## src/rtl/sdc_pkg.sv

```systemverilog
`timescale 1ns/1ps
package sdc_pkg;
  localparam int FRAME_W = 48;
  localparam int LONG_W  = 136;
  localparam int HDR_W   = 8;

  typedef enum logic [1:0] {
    RSP_NONE  = 2'd0,
    RSP_LONG  = 2'd1,
    RSP_SHORT = 2'd2,
    RSP_BUSY  = 2'd3
  } rsp_e;

  localparam logic [3:0] A_ARG  = 4'd0;
  localparam logic [3:0] A_CMD  = 4'd1;
  localparam logic [3:0] A_RSP0 = 4'd2;
  localparam logic [3:0] A_RSP1 = 4'd3;
  localparam logic [3:0] A_RSP2 = 4'd4;
  localparam logic [3:0] A_RSP3 = 4'd5;
  localparam logic [3:0] A_STAT = 4'd6;
  localparam logic [3:0] A_IRQ  = 4'd7;
  localparam logic [3:0] A_CTRL = 4'd8;

  localparam int IRQ_DONE = 0;
  localparam int IRQ_TMO  = 16;
  localparam int IRQ_CRC  = 17;
  localparam int IRQ_END  = 18;
  localparam int IRQ_IDX  = 19;
  localparam logic [31:0] IRQ_MASK = 32'h000F_0001;

  localparam int CW_DATA = 21;
  localparam int CW_IDXC = 20;
  localparam int CW_CRCC = 19;

  function automatic logic [6:0] crc7_step(logic [6:0] c, logic b);
    logic fb;
    fb = c[6] ^ b;
    return {c[5:0], 1'b0} ^ (fb ? 7'h09 : 7'h00);
  endfunction

  function automatic logic [6:0] crc7_40(logic [39:0] d);
    logic [6:0] c;
    c = '0;
    for (int i = 39; i >= 0; i--) c = crc7_step(c, d[i]);
    return c;
  endfunction
endpackage

```

## src/rtl/sdc_crc7.sv

```systemverilog
`timescale 1ns/1ps
module sdc_crc7
  import sdc_pkg::*;
(
  input  logic       clk_i,
  input  logic       rst_ni,
  input  logic       clr_i,
  input  logic       en_i,
  input  logic       bit_i,
  output logic [6:0] crc_o
);
  logic [6:0] crc_q;

  always_ff @(posedge clk_i or negedge rst_ni) begin
    if (!rst_ni)    crc_q <= '0;
    else if (clr_i) crc_q <= '0;
    else if (en_i)  crc_q <= crc7_step(crc_q, bit_i);
  end

  assign crc_o = crc_q;
endmodule

```

## src/rtl/sdc_cmd_tx.sv

```systemverilog
`timescale 1ns/1ps
module sdc_cmd_tx
  import sdc_pkg::*;
#(
  parameter int FW = FRAME_W
) (
  input  logic        clk_i,
  input  logic        rst_ni,
  input  logic        start_i,
  input  logic        abort_i,
  input  logic        stb_i,
  input  logic [5:0]  idx_i,
  input  logic [31:0] arg_i,
  output logic        cmd_o,
  output logic        oe_o,
  output logic        done_o
);
  localparam int CNT_W = $clog2(FW + 1);
  localparam logic [CNT_W-1:0] CNT_FULL = CNT_W'(FW);
  localparam logic [CNT_W-1:0] CNT_ONE  = CNT_W'(1);

  logic [39:0]      body;
  logic [FW-1:0]    frame;
  logic [FW-1:0]    sh_q;
  logic [CNT_W-1:0] cnt_q;
  logic             act_q, done_q;

  assign body  = {2'b01, idx_i, arg_i};
  assign frame = {body, crc7_40(body), 1'b1};

  always_ff @(posedge clk_i or negedge rst_ni) begin
    if (!rst_ni) begin
      sh_q   <= '0;
      cnt_q  <= '0;
      act_q  <= 1'b0;
      done_q <= 1'b0;
    end else if (abort_i) begin
      act_q  <= 1'b0;
      done_q <= 1'b0;
    end else begin
      done_q <= 1'b0;
      if (start_i) begin
        sh_q  <= frame;
        cnt_q <= CNT_FULL;
        act_q <= 1'b1;
      end else if (act_q && stb_i) begin
        sh_q  <= {sh_q[FW-2:0], 1'b1};
        cnt_q <= cnt_q - 1'b1;
        if (cnt_q == CNT_ONE) begin
          act_q  <= 1'b0;
          done_q <= 1'b1;
        end
      end
    end
  end

  assign cmd_o  = act_q ? sh_q[FW-1] : 1'b1;
  assign oe_o   = act_q;
  assign done_o = done_q;

  AST_TX_START_LOW: assert property (@(posedge clk_i) disable iff (!rst_ni)
    $rose(oe_o) |-> !cmd_o);
  AST_TX_DONE_ENDS_FRAME: assert property (@(posedge clk_i) disable iff (!rst_ni)
    done_o |-> (!oe_o && $past(oe_o)));
endmodule

```

## src/rtl/sdc_cmd_rx.sv

```systemverilog
`timescale 1ns/1ps
module sdc_cmd_rx
  import sdc_pkg::*;
#(
  parameter int LW       = LONG_W,
  parameter int SW       = FRAME_W,
  parameter int HW       = HDR_W,
  parameter int WAIT_MAX = 64
) (
  input  logic             clk_i,
  input  logic             rst_ni,
  input  logic             arm_i,
  input  logic             long_i,
  input  logic             abort_i,
  input  logic             stb_i,
  input  logic             cmd_i,
  output logic             done_o,
  output logic             tmo_o,
  output logic [LW-HW-1:0] frame_o,
  output logic [6:0]       crc_o
);
  localparam int CNT_W = $clog2(LW + 1);
  localparam int WCN_W = $clog2(WAIT_MAX);
  localparam logic [CNT_W-1:0] LEN_L   = CNT_W'(LW);
  localparam logic [CNT_W-1:0] LEN_S   = CNT_W'(SW);
  localparam logic [CNT_W-1:0] CRC_LO  = CNT_W'(HW + 1);
  localparam logic [CNT_W-1:0] CRC_HIL = CNT_W'(LW - HW);
  localparam logic [CNT_W-1:0] CRC_HIS = CNT_W'(SW - HW);
  localparam logic [WCN_W-1:0] W_LAST  = WCN_W'(WAIT_MAX - 1);

  typedef enum logic [1:0] {RX_IDLE, RX_WAIT, RX_RECV} rx_st_e;

  rx_st_e           st_q;
  logic [LW-1:0]    sh_q;
  logic [CNT_W-1:0] cnt_q, n_nxt, len;
  logic [WCN_W-1:0] wcnt_q;
  logic             long_q, done_q, tmo_q;
  logic             bit_take, in_crc;

  assign len      = long_q ? LEN_L : LEN_S;
  assign n_nxt    = (st_q == RX_WAIT) ? CNT_W'(1) : cnt_q + 1'b1;
  assign bit_take = stb_i && ((st_q == RX_WAIT && !cmd_i) || st_q == RX_RECV);
  assign in_crc   = long_q ? (n_nxt >= CRC_LO && n_nxt <= CRC_HIL) : (n_nxt <= CRC_HIS);

  sdc_crc7 u_crc (
    .clk_i  (clk_i),
    .rst_ni (rst_ni),
    .clr_i  (arm_i),
    .en_i   (bit_take && in_crc && !abort_i),
    .bit_i  (cmd_i),
    .crc_o  (crc_o)
  );

  always_ff @(posedge clk_i or negedge rst_ni) begin
    if (!rst_ni) begin
      st_q   <= RX_IDLE;
      sh_q   <= '0;
      cnt_q  <= '0;
      wcnt_q <= '0;
      long_q <= 1'b0;
      done_q <= 1'b0;
      tmo_q  <= 1'b0;
    end else if (abort_i) begin
      st_q   <= RX_IDLE;
      done_q <= 1'b0;
      tmo_q  <= 1'b0;
    end else begin
      done_q <= 1'b0;
      tmo_q  <= 1'b0;
      unique case (st_q)
        RX_IDLE: if (arm_i) begin
          st_q   <= RX_WAIT;
          wcnt_q <= '0;
          long_q <= long_i;
        end
        RX_WAIT: if (stb_i) begin
          if (!cmd_i) begin
            st_q  <= RX_RECV;
            cnt_q <= CNT_W'(1);
            sh_q  <= {sh_q[LW-2:0], 1'b0};
          end else if (wcnt_q == W_LAST) begin
            tmo_q <= 1'b1;
            st_q  <= RX_IDLE;
          end else begin
            wcnt_q <= wcnt_q + 1'b1;
          end
        end
        RX_RECV: if (stb_i) begin
          sh_q  <= {sh_q[LW-2:0], cmd_i};
          cnt_q <= n_nxt;
          if (n_nxt == len) begin
            done_q <= 1'b1;
            st_q   <= RX_IDLE;
          end
        end
        default: st_q <= RX_IDLE;
      endcase
    end
  end

  assign done_o  = done_q;
  assign tmo_o   = tmo_q;
  assign frame_o = sh_q[LW-HW-1:0];

  AST_RX_ONE_OUTCOME: assert property (@(posedge clk_i) disable iff (!rst_ni)
    !(done_o && tmo_o));
  AST_RX_START_BIT: assert property (@(posedge clk_i) disable iff (!rst_ni)
    done_o |-> (long_q ? !sh_q[LW-1] : !sh_q[SW-1]));
endmodule

```

## src/rtl/sdc_cmd_unit.sv

```systemverilog
`timescale 1ns/1ps
module sdc_cmd_unit
  import sdc_pkg::*;
#(
  parameter int WAIT_MAX = 64
) (
  input  logic        clk_i,
  input  logic        rst_ni,
  input  logic        wr_i,
  input  logic [3:0]  addr_i,
  input  logic [31:0] wdata_i,
  output logic [31:0] rdata_o,
  input  logic        sd_stb_i,
  output logic        cmd_o,
  output logic        cmd_oe_o,
  input  logic        cmd_i,
  input  logic        dat0_i
);
  localparam int FR_W = LONG_W - HDR_W;

  logic [31:0]     arg_q, cmd_q, irq_q, irq_set, irq_clr;
  logic [31:0]     resp_q [4];
  logic            cmd_inh_q, dat_inh_q, rst_q;
  rsp_e            new_rsp, rsp_q;
  logic            wr_cmd, new_needs_dat, accept;
  logic            tx_done, rx_done, rx_tmo, fin;
  logic [FR_W-1:0] frame;
  logic [6:0]      rx_crc;
  logic            is_long, idx_err, crc_err, end_err;

  assign wr_cmd        = wr_i && (addr_i == A_CMD);
  assign new_rsp       = rsp_e'(wdata_i[17:16]);
  assign new_needs_dat = wdata_i[CW_DATA] || (new_rsp == RSP_BUSY);
  assign accept        = wr_cmd && !cmd_inh_q && !rst_q && !(dat_inh_q && new_needs_dat);
  assign rsp_q         = rsp_e'(cmd_q[17:16]);
  assign is_long       = (rsp_q == RSP_LONG);

  sdc_cmd_tx u_tx (
    .clk_i   (clk_i),
    .rst_ni  (rst_ni),
    .start_i (accept),
    .abort_i (rst_q),
    .stb_i   (sd_stb_i),
    .idx_i   (wdata_i[29:24]),
    .arg_i   (arg_q),
    .cmd_o   (cmd_o),
    .oe_o    (cmd_oe_o),
    .done_o  (tx_done)
  );

  sdc_cmd_rx #(.WAIT_MAX(WAIT_MAX)) u_rx (
    .clk_i   (clk_i),
    .rst_ni  (rst_ni),
    .arm_i   (tx_done && rsp_q != RSP_NONE),
    .long_i  (is_long),
    .abort_i (rst_q),
    .stb_i   (sd_stb_i),
    .cmd_i   (cmd_i),
    .done_o  (rx_done),
    .tmo_o   (rx_tmo),
    .frame_o (frame),
    .crc_o   (rx_crc)
  );

  // reply checks, valid in the rx_done cycle
  assign end_err = !frame[0];
  assign crc_err = cmd_q[CW_CRCC] && (rx_crc != frame[7:1]);
  assign idx_err = cmd_q[CW_IDXC] && !is_long && (frame[45:40] != cmd_q[29:24]);
  assign fin     = (tx_done && rsp_q == RSP_NONE) || rx_done || rx_tmo;

  always_comb begin
    irq_set           = '0;
    irq_set[IRQ_DONE] = (tx_done && rsp_q == RSP_NONE) ||
                        (rx_done && !(idx_err || crc_err || end_err));
    irq_set[IRQ_TMO]  = rx_tmo;
    irq_set[IRQ_CRC]  = rx_done && crc_err;
    irq_set[IRQ_END]  = rx_done && end_err;
    irq_set[IRQ_IDX]  = rx_done && idx_err;
    irq_clr           = (wr_i && addr_i == A_IRQ) ? (wdata_i & IRQ_MASK) : '0;
  end

  always_ff @(posedge clk_i or negedge rst_ni) begin
    if (!rst_ni) begin
      arg_q     <= '0;
      cmd_q     <= '0;
      irq_q     <= '0;
      cmd_inh_q <= 1'b0;
      dat_inh_q <= 1'b0;
      rst_q     <= 1'b0;
      for (int i = 0; i < 4; i++) resp_q[i] <= '0;
    end else begin
      if (wr_i && addr_i == A_ARG) arg_q <= wdata_i;
      if (accept) cmd_q <= wdata_i;
      rst_q <= wr_i && (addr_i == A_CTRL) && wdata_i[0];
      irq_q <= (irq_q & ~irq_clr) | irq_set;
      if (accept)                cmd_inh_q <= 1'b1;
      else if (rst_q || fin)     cmd_inh_q <= 1'b0;
      if (accept && new_needs_dat) dat_inh_q <= 1'b1;
      else if (dat_inh_q && !cmd_inh_q && sd_stb_i && dat0_i) dat_inh_q <= 1'b0;
      if (rx_done) begin
        resp_q[0] <= frame[39:8];
        if (is_long) begin
          resp_q[1] <= frame[71:40];
          resp_q[2] <= frame[103:72];
          resp_q[3] <= {8'h00, frame[127:104]};
        end
      end
    end
  end

  always_comb begin
    unique case (addr_i)
      A_ARG:   rdata_o = arg_q;
      A_CMD:   rdata_o = cmd_q;
      A_RSP0:  rdata_o = resp_q[0];
      A_RSP1:  rdata_o = resp_q[1];
      A_RSP2:  rdata_o = resp_q[2];
      A_RSP3:  rdata_o = resp_q[3];
      A_STAT:  rdata_o = {30'b0, dat_inh_q, cmd_inh_q};
      A_IRQ:   rdata_o = irq_q;
      A_CTRL:  rdata_o = {31'b0, rst_q};
      default: rdata_o = '0;
    endcase
  end

  AST_OE_NEEDS_INHIBIT: assert property (@(posedge clk_i) disable iff (!rst_ni)
    cmd_oe_o |-> cmd_inh_q);
  AST_BUSY_WRITE_DROPPED: assert property (@(posedge clk_i) disable iff (!rst_ni)
    (wr_cmd && cmd_inh_q) |=> $stable(cmd_q));
  AST_DAT_HELD_LOW: assert property (@(posedge clk_i) disable iff (!rst_ni)
    (dat_inh_q && !dat0_i) |=> dat_inh_q);
  AST_SET_BEATS_CLEAR: assert property (@(posedge clk_i) disable iff (!rst_ni)
    irq_set[IRQ_DONE] |=> irq_q[IRQ_DONE]);
  AST_ABORT_RELEASES: assert property (@(posedge clk_i) disable iff (!rst_ni)
    rst_q |=> (!cmd_inh_q && !cmd_oe_o));
endmodule

```

## config.mk

```make
export PLATFORM = sky130hd
export DESIGN_NAME = sdc_cmd_unit
export DESIGN_NICKNAME = d
export VERILOG_FILES = /design/src/rtl/sdc_pkg.sv /design/src/rtl/sdc_crc7.sv /design/src/rtl/sdc_cmd_tx.sv /design/src/rtl/sdc_cmd_rx.sv /design/src/rtl/sdc_cmd_unit.sv
export SDC_FILE = /design/constraint.sdc
export NUM_CORES = 1
export LEC_CHECK = 0
export BUFFER_PORTS_ARGS = -buffer_cell sky130_fd_sc_hd__clkbuf_2
export CAP_MARGIN = 5
export CORE_ASPECT_RATIO = 1.1
export CORE_MARGIN = 10
export CORE_UTILIZATION = 62
export CTS_CLUSTER_SIZE = 25
export DETAILED_ROUTE_END_ITERATION = 8
export GPL_TIMING_DRIVEN = 1
export PLACE_DENSITY = 0.82
export SETUP_SLACK_MARGIN = 0.02
export SLEW_MARGIN = 0
export SYNTH_ARGS = -nofsm -noshare
export SYNTH_HDL_FRONTEND = slang
export SYNTH_HIERARCHICAL = 1
export SYNTH_SLANG_ARGS = --single-unit
```

## constraint.sdc

```tcl
create_clock -name clk_i -period 3.4 [get_ports clk_i]
set_input_delay 0.51 -clock clk_i [delete_from_list [all_inputs] [get_ports clk_i]]
set_output_delay 0.51 -clock clk_i [all_outputs]
set_load 0.02 [all_outputs]
```

== Word level (Yosys, flattened, before mapping) ==
Cells that the tools add are included.

* Flip-flop bits (word level): 429
* Input port bits: 42
* Output and inout port bits: 34
* Logic and storage cells: 292

* Add/sub/neg operators: 3
* Magnitude comparators: 3
* Eq/ne operators: 28
* Multiplexer cells: 93
* Bitwise operators: 81
* Reductions and logical operators: 62

{| class="wikitable"
|+ Operators by type and width
! kind !! number
|-
| $mux 128 || 3
|-
| $pmux 32 s9 || 1
|-
| $xor 7x7->7 || 37
|-
| $pmux 128 s2 || 1
|-
| $mux 4 || 39
|-
| $mux 48 || 2
|-
| $mux 8 || 5
|-
| $xor 1x1->1 || 37
|-
| $mux 6 || 6
|-
| $and 32x32->32 || 1
|-
| $not 20->32 || 1
|-
| $or 32x20->32 || 1
|-
| $logic_and 1x1->1 || 28
|-
| $mux 1 || 23
|-
| $mux 20 || 1
|-
| $eq 4x3->1 const B || 4
|-
| $pmux 8 s2 || 1
|-
| $mux 2 || 7
|-
| $mux 7 || 2
|-
| $reduce_bool 2->1 || 7
|-
| $pmux 6 s2 || 1
|-
| $ne 2x2->1 const B || 5
|-
| $reduce_and 5->1 || 2
|-
| $ne 3x3->1 const B || 3
|-
| 32 further kinds || 52
|}

== Depth between registers and ports, before layout ==
Gate-level depths: netlist of run 1.

* Depth in word-level cells: 112
* Depth in mapped cells: 13

== Modules after synthesis ==
The synthesis of run 1 kept the hierarchy.

{| class="wikitable"
|+ Modules (own cells, without submodules)
! module !! times used !! cells an instance !! area each (um2)
|-
| sdc_cmd_unit || 1 || 612 || 8424.3
|-
| sdc_cmd_rx || 1 || 394 || 5829.3
|-
| sdc_cmd_tx || 1 || 318 || 3367.0
|-
| sdc_crc7 || 1 || 28 || 320.3
|}

== Worst setup path after synthesis of run 1 ==
No wires, ideal clock.

* Kind: input-to-reg
* Start point: in addr_i[3]
* End point: reg u_tx.cnt_q[5]
* Data arrival time: 2733 ps
* Setup slack: 540 ps
* Stages: 12
* Cell sequence: buf_2 -> nor4b_4 -> nand3_1 -> a21oi_4 -> buf_4 -> clkbuf_1 -> a21oi_1 -> or2_1 -> clkbuf_1 -> nor3b_1 -> xnor2_1 -> nand2_1

* Word-level cells in the longest chain between the ends: 7

{| class="wikitable"
|+ RTL lines
! item !! line !! text
|-
| start, declared || sdc_cmd_unit.sv:10 || <nowiki>input logic [3:0] addr_i,</nowiki>
|-
| $eq 4x1->1 * || sdc_cmd_unit.sv:31 || <nowiki>assign wr_cmd = wr_i && (addr_i == A_CMD);</nowiki>
|-
| $logic_and 1x1->1 * || sdc_cmd_unit.sv:31 ||
|-
| $logic_and 1x1->1 * (3 in a row) || sdc_cmd_unit.sv:34 || <nowiki>assign accept = wr_cmd && !cmd_inh_q && !rst_q && !(dat_inh_q && new_needs_dat);</nowiki>
|-
| via accept || sdc_cmd_unit.sv:25 || <nowiki>logic wr_cmd, new_needs_dat, accept;</nowiki>
|-
| $reduce_bool 2->1 (no source line) || n/a ||
|-
| $reduce_and 2->1 (no source line) || n/a ||
|-
| end signal, assigned || sdc_cmd_tx.sv:48 || <nowiki>cnt_q <= cnt_q - 1'b1;</nowiki>
|-
| end, declared || sdc_cmd_tx.sv:25 || <nowiki>logic [CNT_W-1:0] cnt_q;</nowiki>
|}

Mark *: on every way through the listed nets, which the timed path passes. The rest lies on a longest branch.
A chain may end at the register's enable or synchronous reset.

== Worst setup path after layout of run 1 ==
* Start point: in addr_i[3]
* End point: out rdata_o[24]

* Word-level cells in the longest chain between the ends: 2

{| class="wikitable"
|+ RTL lines
! item !! line !! text
|-
| $eq 4x4->1 (tied with other cells) || sdc_cmd_unit.sv:112 || <nowiki>unique case (addr_i)</nowiki>
|-
| $pmux 32 s9 * || sdc_cmd_unit.sv:112 ||
|-
| end, declared || sdc_cmd_unit.sv:12 || <nowiki>output logic [31:0] rdata_o,</nowiki>
|}

Every way passes the cells marked *; elsewhere a longest branch is shown, timed or not.

==> results.cfg, run 1 <==
[cts]
cts-buffers-inserted = 40
cts_buffer_depth = 3
cts_root_buf = clkbuf_16
cts_resized = 0
clk_pin_slew_ns = 0.07
cts_sinks = 402
cts_tree = yes
htree_levels = 2
clk_latency_ns = 0.54

[die]
fp.coreArea_sq_um = 28600
die_h_um = 198
die_w_um = 182
ios = 76
initial_utilization_pct = 62.7
die_area_sq_um = 36100
rows = 65

[power]
vdd_drop_max_uv = 744
p_leak_nw = 9.69
power_density_nw_per_um2 = 742

[logic_synthesis]
yosysWarningCount = 6
synthCells = 1352
avgSynthCellArea_sq_um = 13.3
synthesis.area_sq_um = 17900
syn_nets = 1398
ys_seq_area_share_pct = 56.1
synth_cell_types = 66
synth-edff-count = 0
ys.flop_type = dfrtp_1
async_flop_share_pct = 100
synth_seq_cells = 402

[timing]
period_share_pct = 85.9
hold_ws_ns = 0.216
min_period_ns = 2.92
tightest_slew_ns = 0.720
fin_tns_setup_ns = 0
rsz0062_at_grt = false
setup_viol = 0
skew_ns = 0.0238
finalHoldViolCount = 0
slew_violations = 0
setup_ws_ns = 0.478
fmax_mhz = 342
relSlewSlack_pct = 52.0

[critical_path]
reg2regPathDepth = 7
crit_path_end_kind = primary output
worstPathArrival_ns = 2.41
crit_path_max_incr_delay_ns = 0.70
critPathMaxFanout = 31
slowest_stage = a222oi_1
critPathRequiredTime_ns = 2.89
cp_common_cell = clkbuf_2
critPathLaunchType = input pin
worstPathCellList = clkbuf_2, nand2b_1, nor3_2, buf_4, a222oi_1, nand2_1, clkbuf_2
path_class = in -> out

[finish]
area_delta_synth_final_pct = 12.7
design_area_sq_um = 20200
antenna_cells = 0
num-nets-final = 1470
final_cell_mix = dfrtp_1, mux2_2, nand2_1
drive_gt1_share_pct = 35.0
layout.cells.most_common = dfrtp_1

[place]
portBuffers = 75
place_ws_ns = 0.541
placed_cell_area_sq_um = 18800
hpwl_um = 28500
gp_congestion = 0.860

[global_routing]
use_met3_pct = 3.89
grt_antenna_before_repair = 0
grt_pass1_vias = 11700
grtUsageMet2_pct = 38.5
grt_pass1_wl_um = 67700
met1_usage_pct = 31.9
gr-usage-all-layers_pct = 23.5
top_usage_layer = met2
grt_max_degree = 88
gr-total-overflow = 0

[drt]
routed_wirelength_um = 42400
drt-initial-drc-count = 1105
wl_per_cell_um = 23.3
drt_pre_antenna_iters = 6
num_vias = 11300
drt_drc_violations_left = 0
avgViaCountPerCell = 6.23
route.antenna.remaining_nets = 0

[job]
cap_violations = 0

[min_path]
whs_path_depth = 2
hold_path.class = in -> reg

[status]
status = finished, final reports clean
==> worst paths after layout <==
kind / startpoint / end / slack [ns]
min: wdata_i[4] / arg_q[4] / 0.22
min reg2reg: u_tx/sh_q[0] / u_tx/sh_q[0] / 0.49
max: addr_i[3] / rdata_o[24] / 0.48
max in group asynchronous: rst_ni / u_rx/sh_q[63] / 1.95
min in group asynchronous: rst_ni / u_tx/sh_q[15] / 0.54
max reg2reg: arg_q[30] / u_tx/sh_q[5] / 0.75
==> layout make-up <==
type,count,area [sq um]
clock buffer,54,1180
clock inverter,17,230
fill,1897,8410
inverter,7,26.3
multi-input combinational,870,7570
sequential,402,10100
tap,368,460
timing repair buffer,103,698
==> per-layer routing <==
| layer | part of all wire, % | routed length [um] |
|---|---|---|
| met2 | 49 | 20600 |
| met4 | 2.3 | 973 |
| met5 | 0 | 0 |
| met1 | 43 | 18100 |
| met3 | 6.5 | 2740 |
==> kinds of logic (layout without fill, tap and decap cells) <==
group | after synthesis | count (layout) | share of synthesized area, %
DFF | 402 | 402 | 56.1
muxes | 364 | 364 | 22.6
and+or+nand+nor | 219 | 219 | 6.04
AOI/OAI and AO/OA | 193 | 193 | 7.31
xor gates and xnor gates | 90 | 90 | 5.73
buffers and inverters | 80 | 181 | 2.02
adders and majority gates | 4 | 4 | 0.279
==> flip-flops by register name, indices dropped and copies added (netlist names), 2 cells and up <==
signal            flops
u_rx/st_q             2
u_tx/sh_q            48
u_rx/wcnt_q           6
arg_q                32
u_tx/cnt_q            6
resp_q              120
u_rx/u_crc/crc_o      7
u_rx/cnt_q            8
irq_q                 5
u_rx/sh_q           128
cmd_q                32
==> power by group <==
part | leakage [nW] | switching (W) | internal, W
registers | 5.42 | 0.000713 | 0.00544
clock network | 0.693 | 0.00185 | 0.00281
logic | 3.57 | 0.00201 | 0.00216
total | 9.69 | 0.00457 | 0.0104
==> Yosys cell counts, types with 7 or more instances <==
master / number / area [sq um]
buf_1: 14 / 52.6
o21ai_0: 36 / 180
a22oi_1: 75 / 563
xnor2_2: 7 / 114
nor2_1: 41 / 154
o21ai_1: 22 / 110
mux2_2: 308 / 3470
nand2b_1: 13 / 81.3
mux2i_1: 51 / 510
buf_2: 23 / 115
dfrtp_1: 402 / 10100
nor3b_1: 7 / 52.6
a22o_1: 9 / 78.8
nand3_1: 39 / 195
inv_1: 7 / 26.3
xnor3_1: 9 / 203
xor2_1: 19 / 166
nor3_1: 9 / 45.0
a21oi_1: 20 / 100
xnor2_1: 50 / 438
clkbuf_1: 30 / 113
nand2_1: 78 / 293
==> repair_timing <==
item	CTS	global route
hold buffers	1	0
setup buffers	0	0
hold endpoints to repair	5	0
==> per-stage QoR <==
stage / instances / total power, W / utilization [%]
after floorplan: 1352 / 0.00935 / -
after global placement: 1749 / 0.0103 / 65.7
after detailed placement: 1749 / 0.0104 / 65.7
after CTS: 1821 / 0.0151 / 70.6
after global routing: 1821 / 0.0157 / 70.6
final: 1821 / 0.0150 / 70.6
==> critical path: cells and delay by family <==
family | cells | cell delay, ns
AND/OR/NAND/NOR | 3 | 0.43
AO/OA/AOI/OAI | 1 | 0.70
buffers and inverters | 3 | 0.75
Note: power is estimated with default switching activity, not from simulation.
==> inputs of run 2 (changes only) <==
Settings changed: CORE_UTILIZATION 62 to 30, PLACE_DENSITY 0.82 to 0.47.
==> results.cfg, run 2 (same netlist as run 1, synthesis figures left out) <==
[finish]
antenna_cells = 0
top_regs = u_rx/sh_q: 128 flops, resp_q: 120 flops, u_tx/sh_q: 48 flops
drive_gt1_share_pct = 35.0
largest_register_ffs = 128
area_delta_synth_final_pct = 16.0
top_register = u_rx/sh_q
design_area_sq_um = 20800
n_fill_cell = 5793
final_cell_mix = dfrtp_1, mux2_2, nand2_1
layout.cells.most_common = dfrtp_1
num-nets-final = 1479

[critical_path]
worstPathArrival_ns = 2.27
reg2regPathDepth = 10
crit_path_end_kind = primary output
critPathLaunchType = input pin
path_class = in -> out
critPathRequiredTime_ns = 2.89
r2r_setup_slack_ns = 0.76
critPathMaxFanout = 20

[timing]
fmax_mhz = 360
fin_tns_setup_ns = 0
tightest_slew_ns = 0.783
rsz0062_at_grt = false
slew_violations = 0
relSlewSlack_pct = 47.8
period_share_pct = 81.6
min_period_ns = 2.78
setup_viol = 0
finalHoldViolCount = 0
skew_ns = 0.0132

[die]
initial_utilization_pct = 30.5
die_w_um = 253
die_area_sq_um = 70000
ios = 76
rows = 93
die_h_um = 276
fp.coreArea_sq_um = 58900

[cts]
cts-buffers-inserted = 44
cts_root_buf = clkbuf_16
clk_pin_slew_ns = 0.06
cts_buffer_depth = 3
cts_sinks = 402
post-cts-setup-buffer-count = 0
cts_resized = 0
htree_levels = 2
clk_latency_ns = 0.57
cts_tree = yes

[drt]
wirelength_met1_um = 22700
num_vias = 10900
drt-initial-drc-count = 654
wl_per_cell_um = 21.1
wl_met3_um = 1850
routed_wirelength_um = 47000
highest-signal-layer = met5
drt_pre_antenna_iters = 7
route.antenna.remaining_nets = 0
dr_wl_met2_um = 21500
drt_drc_violations_left = 0
avgViaCountPerCell = 4.91

[place]
gp_congestion = 0.791
hpwl_um = 32500
placed_cell_area_sq_um = 19400
portBuffers = 75

[min_path]
whs_path_depth = 2
hold_path.class = in -> reg

[job]
cap_violations = 0

[global_routing]
gr-usage-all-layers_pct = 13.5
grt_pass1_vias = 11600
grt_max_degree = 95
gr-total-overflow = 0
grt_antenna_before_repair = 2
grt_pass1_wl_um = 73400

[power]
power_density_nw_per_um2 = 724
vdd_drop_max_uv = 496
p_leak_nw = 9.74

[status]
status = finished, final reports clean
-- run 2: final cells by class --
cell class              instances  area [sq um]  area share [%]
clock inverters                 6          65.1           0.313
inverters                       7          26.3           0.126
multi-input cells             870          7570            36.4
repair buffers                108           761            3.66
well taps                     760           951            4.57
flip-flops and latches        402         10100            48.4
clock buffers                  72          1380            6.62
-- run 2: per-layer routing --
metal	GRT usage [%]	up-vias
met5	0	-
li1	-	5033
met4	3.50	4
met2	20.9	175
met3	2.58	56
met1	19.0	5658
-- run 2: where the power goes --
group | internal [W] | total (W) | switching (W)
Sequential | 0.00545 | 0.00613 | 0.000678
Combinational | 0.00217 | 0.00417 | 0.00199
Clock | 0.00283 | 0.00477 | 0.00194
-- run 2: per-stage QoR --
step / total power [W] / setup slack [ns] / instances / hold slack (ns) / utilization [%]
final: 0.0151 / 0.625 / 2225 / 0.191 / 35.3
after global routing: 0.0159 / 0.470 / 2225 / 0.188 / 35.3
after CTS: 0.0153 / 0.581 / 2225 / 0.165 / 35.3
after detailed placement: 0.0104 / 0.574 / 2146 / 0.446 / 32.9
after global placement: 0.0104 / 0.593 / 2146 / 0.451 / 32.9
after floorplan: 0.00935 / 0.540 / 1352 / 0.214 / -
-- run 2: timing repair --
action | 4_1_cts | 5_1_grt
endpoints found under the hold margin | 8 | 0
hold buffers | 1 | 0
endpoints found under the setup margin | 0 | 0
-- run 2: critical path, stage by stage --
cell	delay, ns
clkbuf_2	0.30
nand2b_1	0.23
nor3_2	0.06
buf_4	0.24
a222oi_1	0.47
nand2_1	0.23
clkbuf_2	0.21
-- run 2: final timing paths --
check | from | end
max reg2reg | u_rx/cnt_q[0] | u_rx/u_crc/crc_o[5]
max | addr_i[3] | rdata_o[1]
max in group asynchronous | rst_ni | u_rx/sh_q[35]
min | wdata_i[10] | cmd_q[10]
min in group asynchronous | rst_ni | resp_q[76]
min reg2reg | u_tx/sh_q[0] | u_tx/sh_q[0]
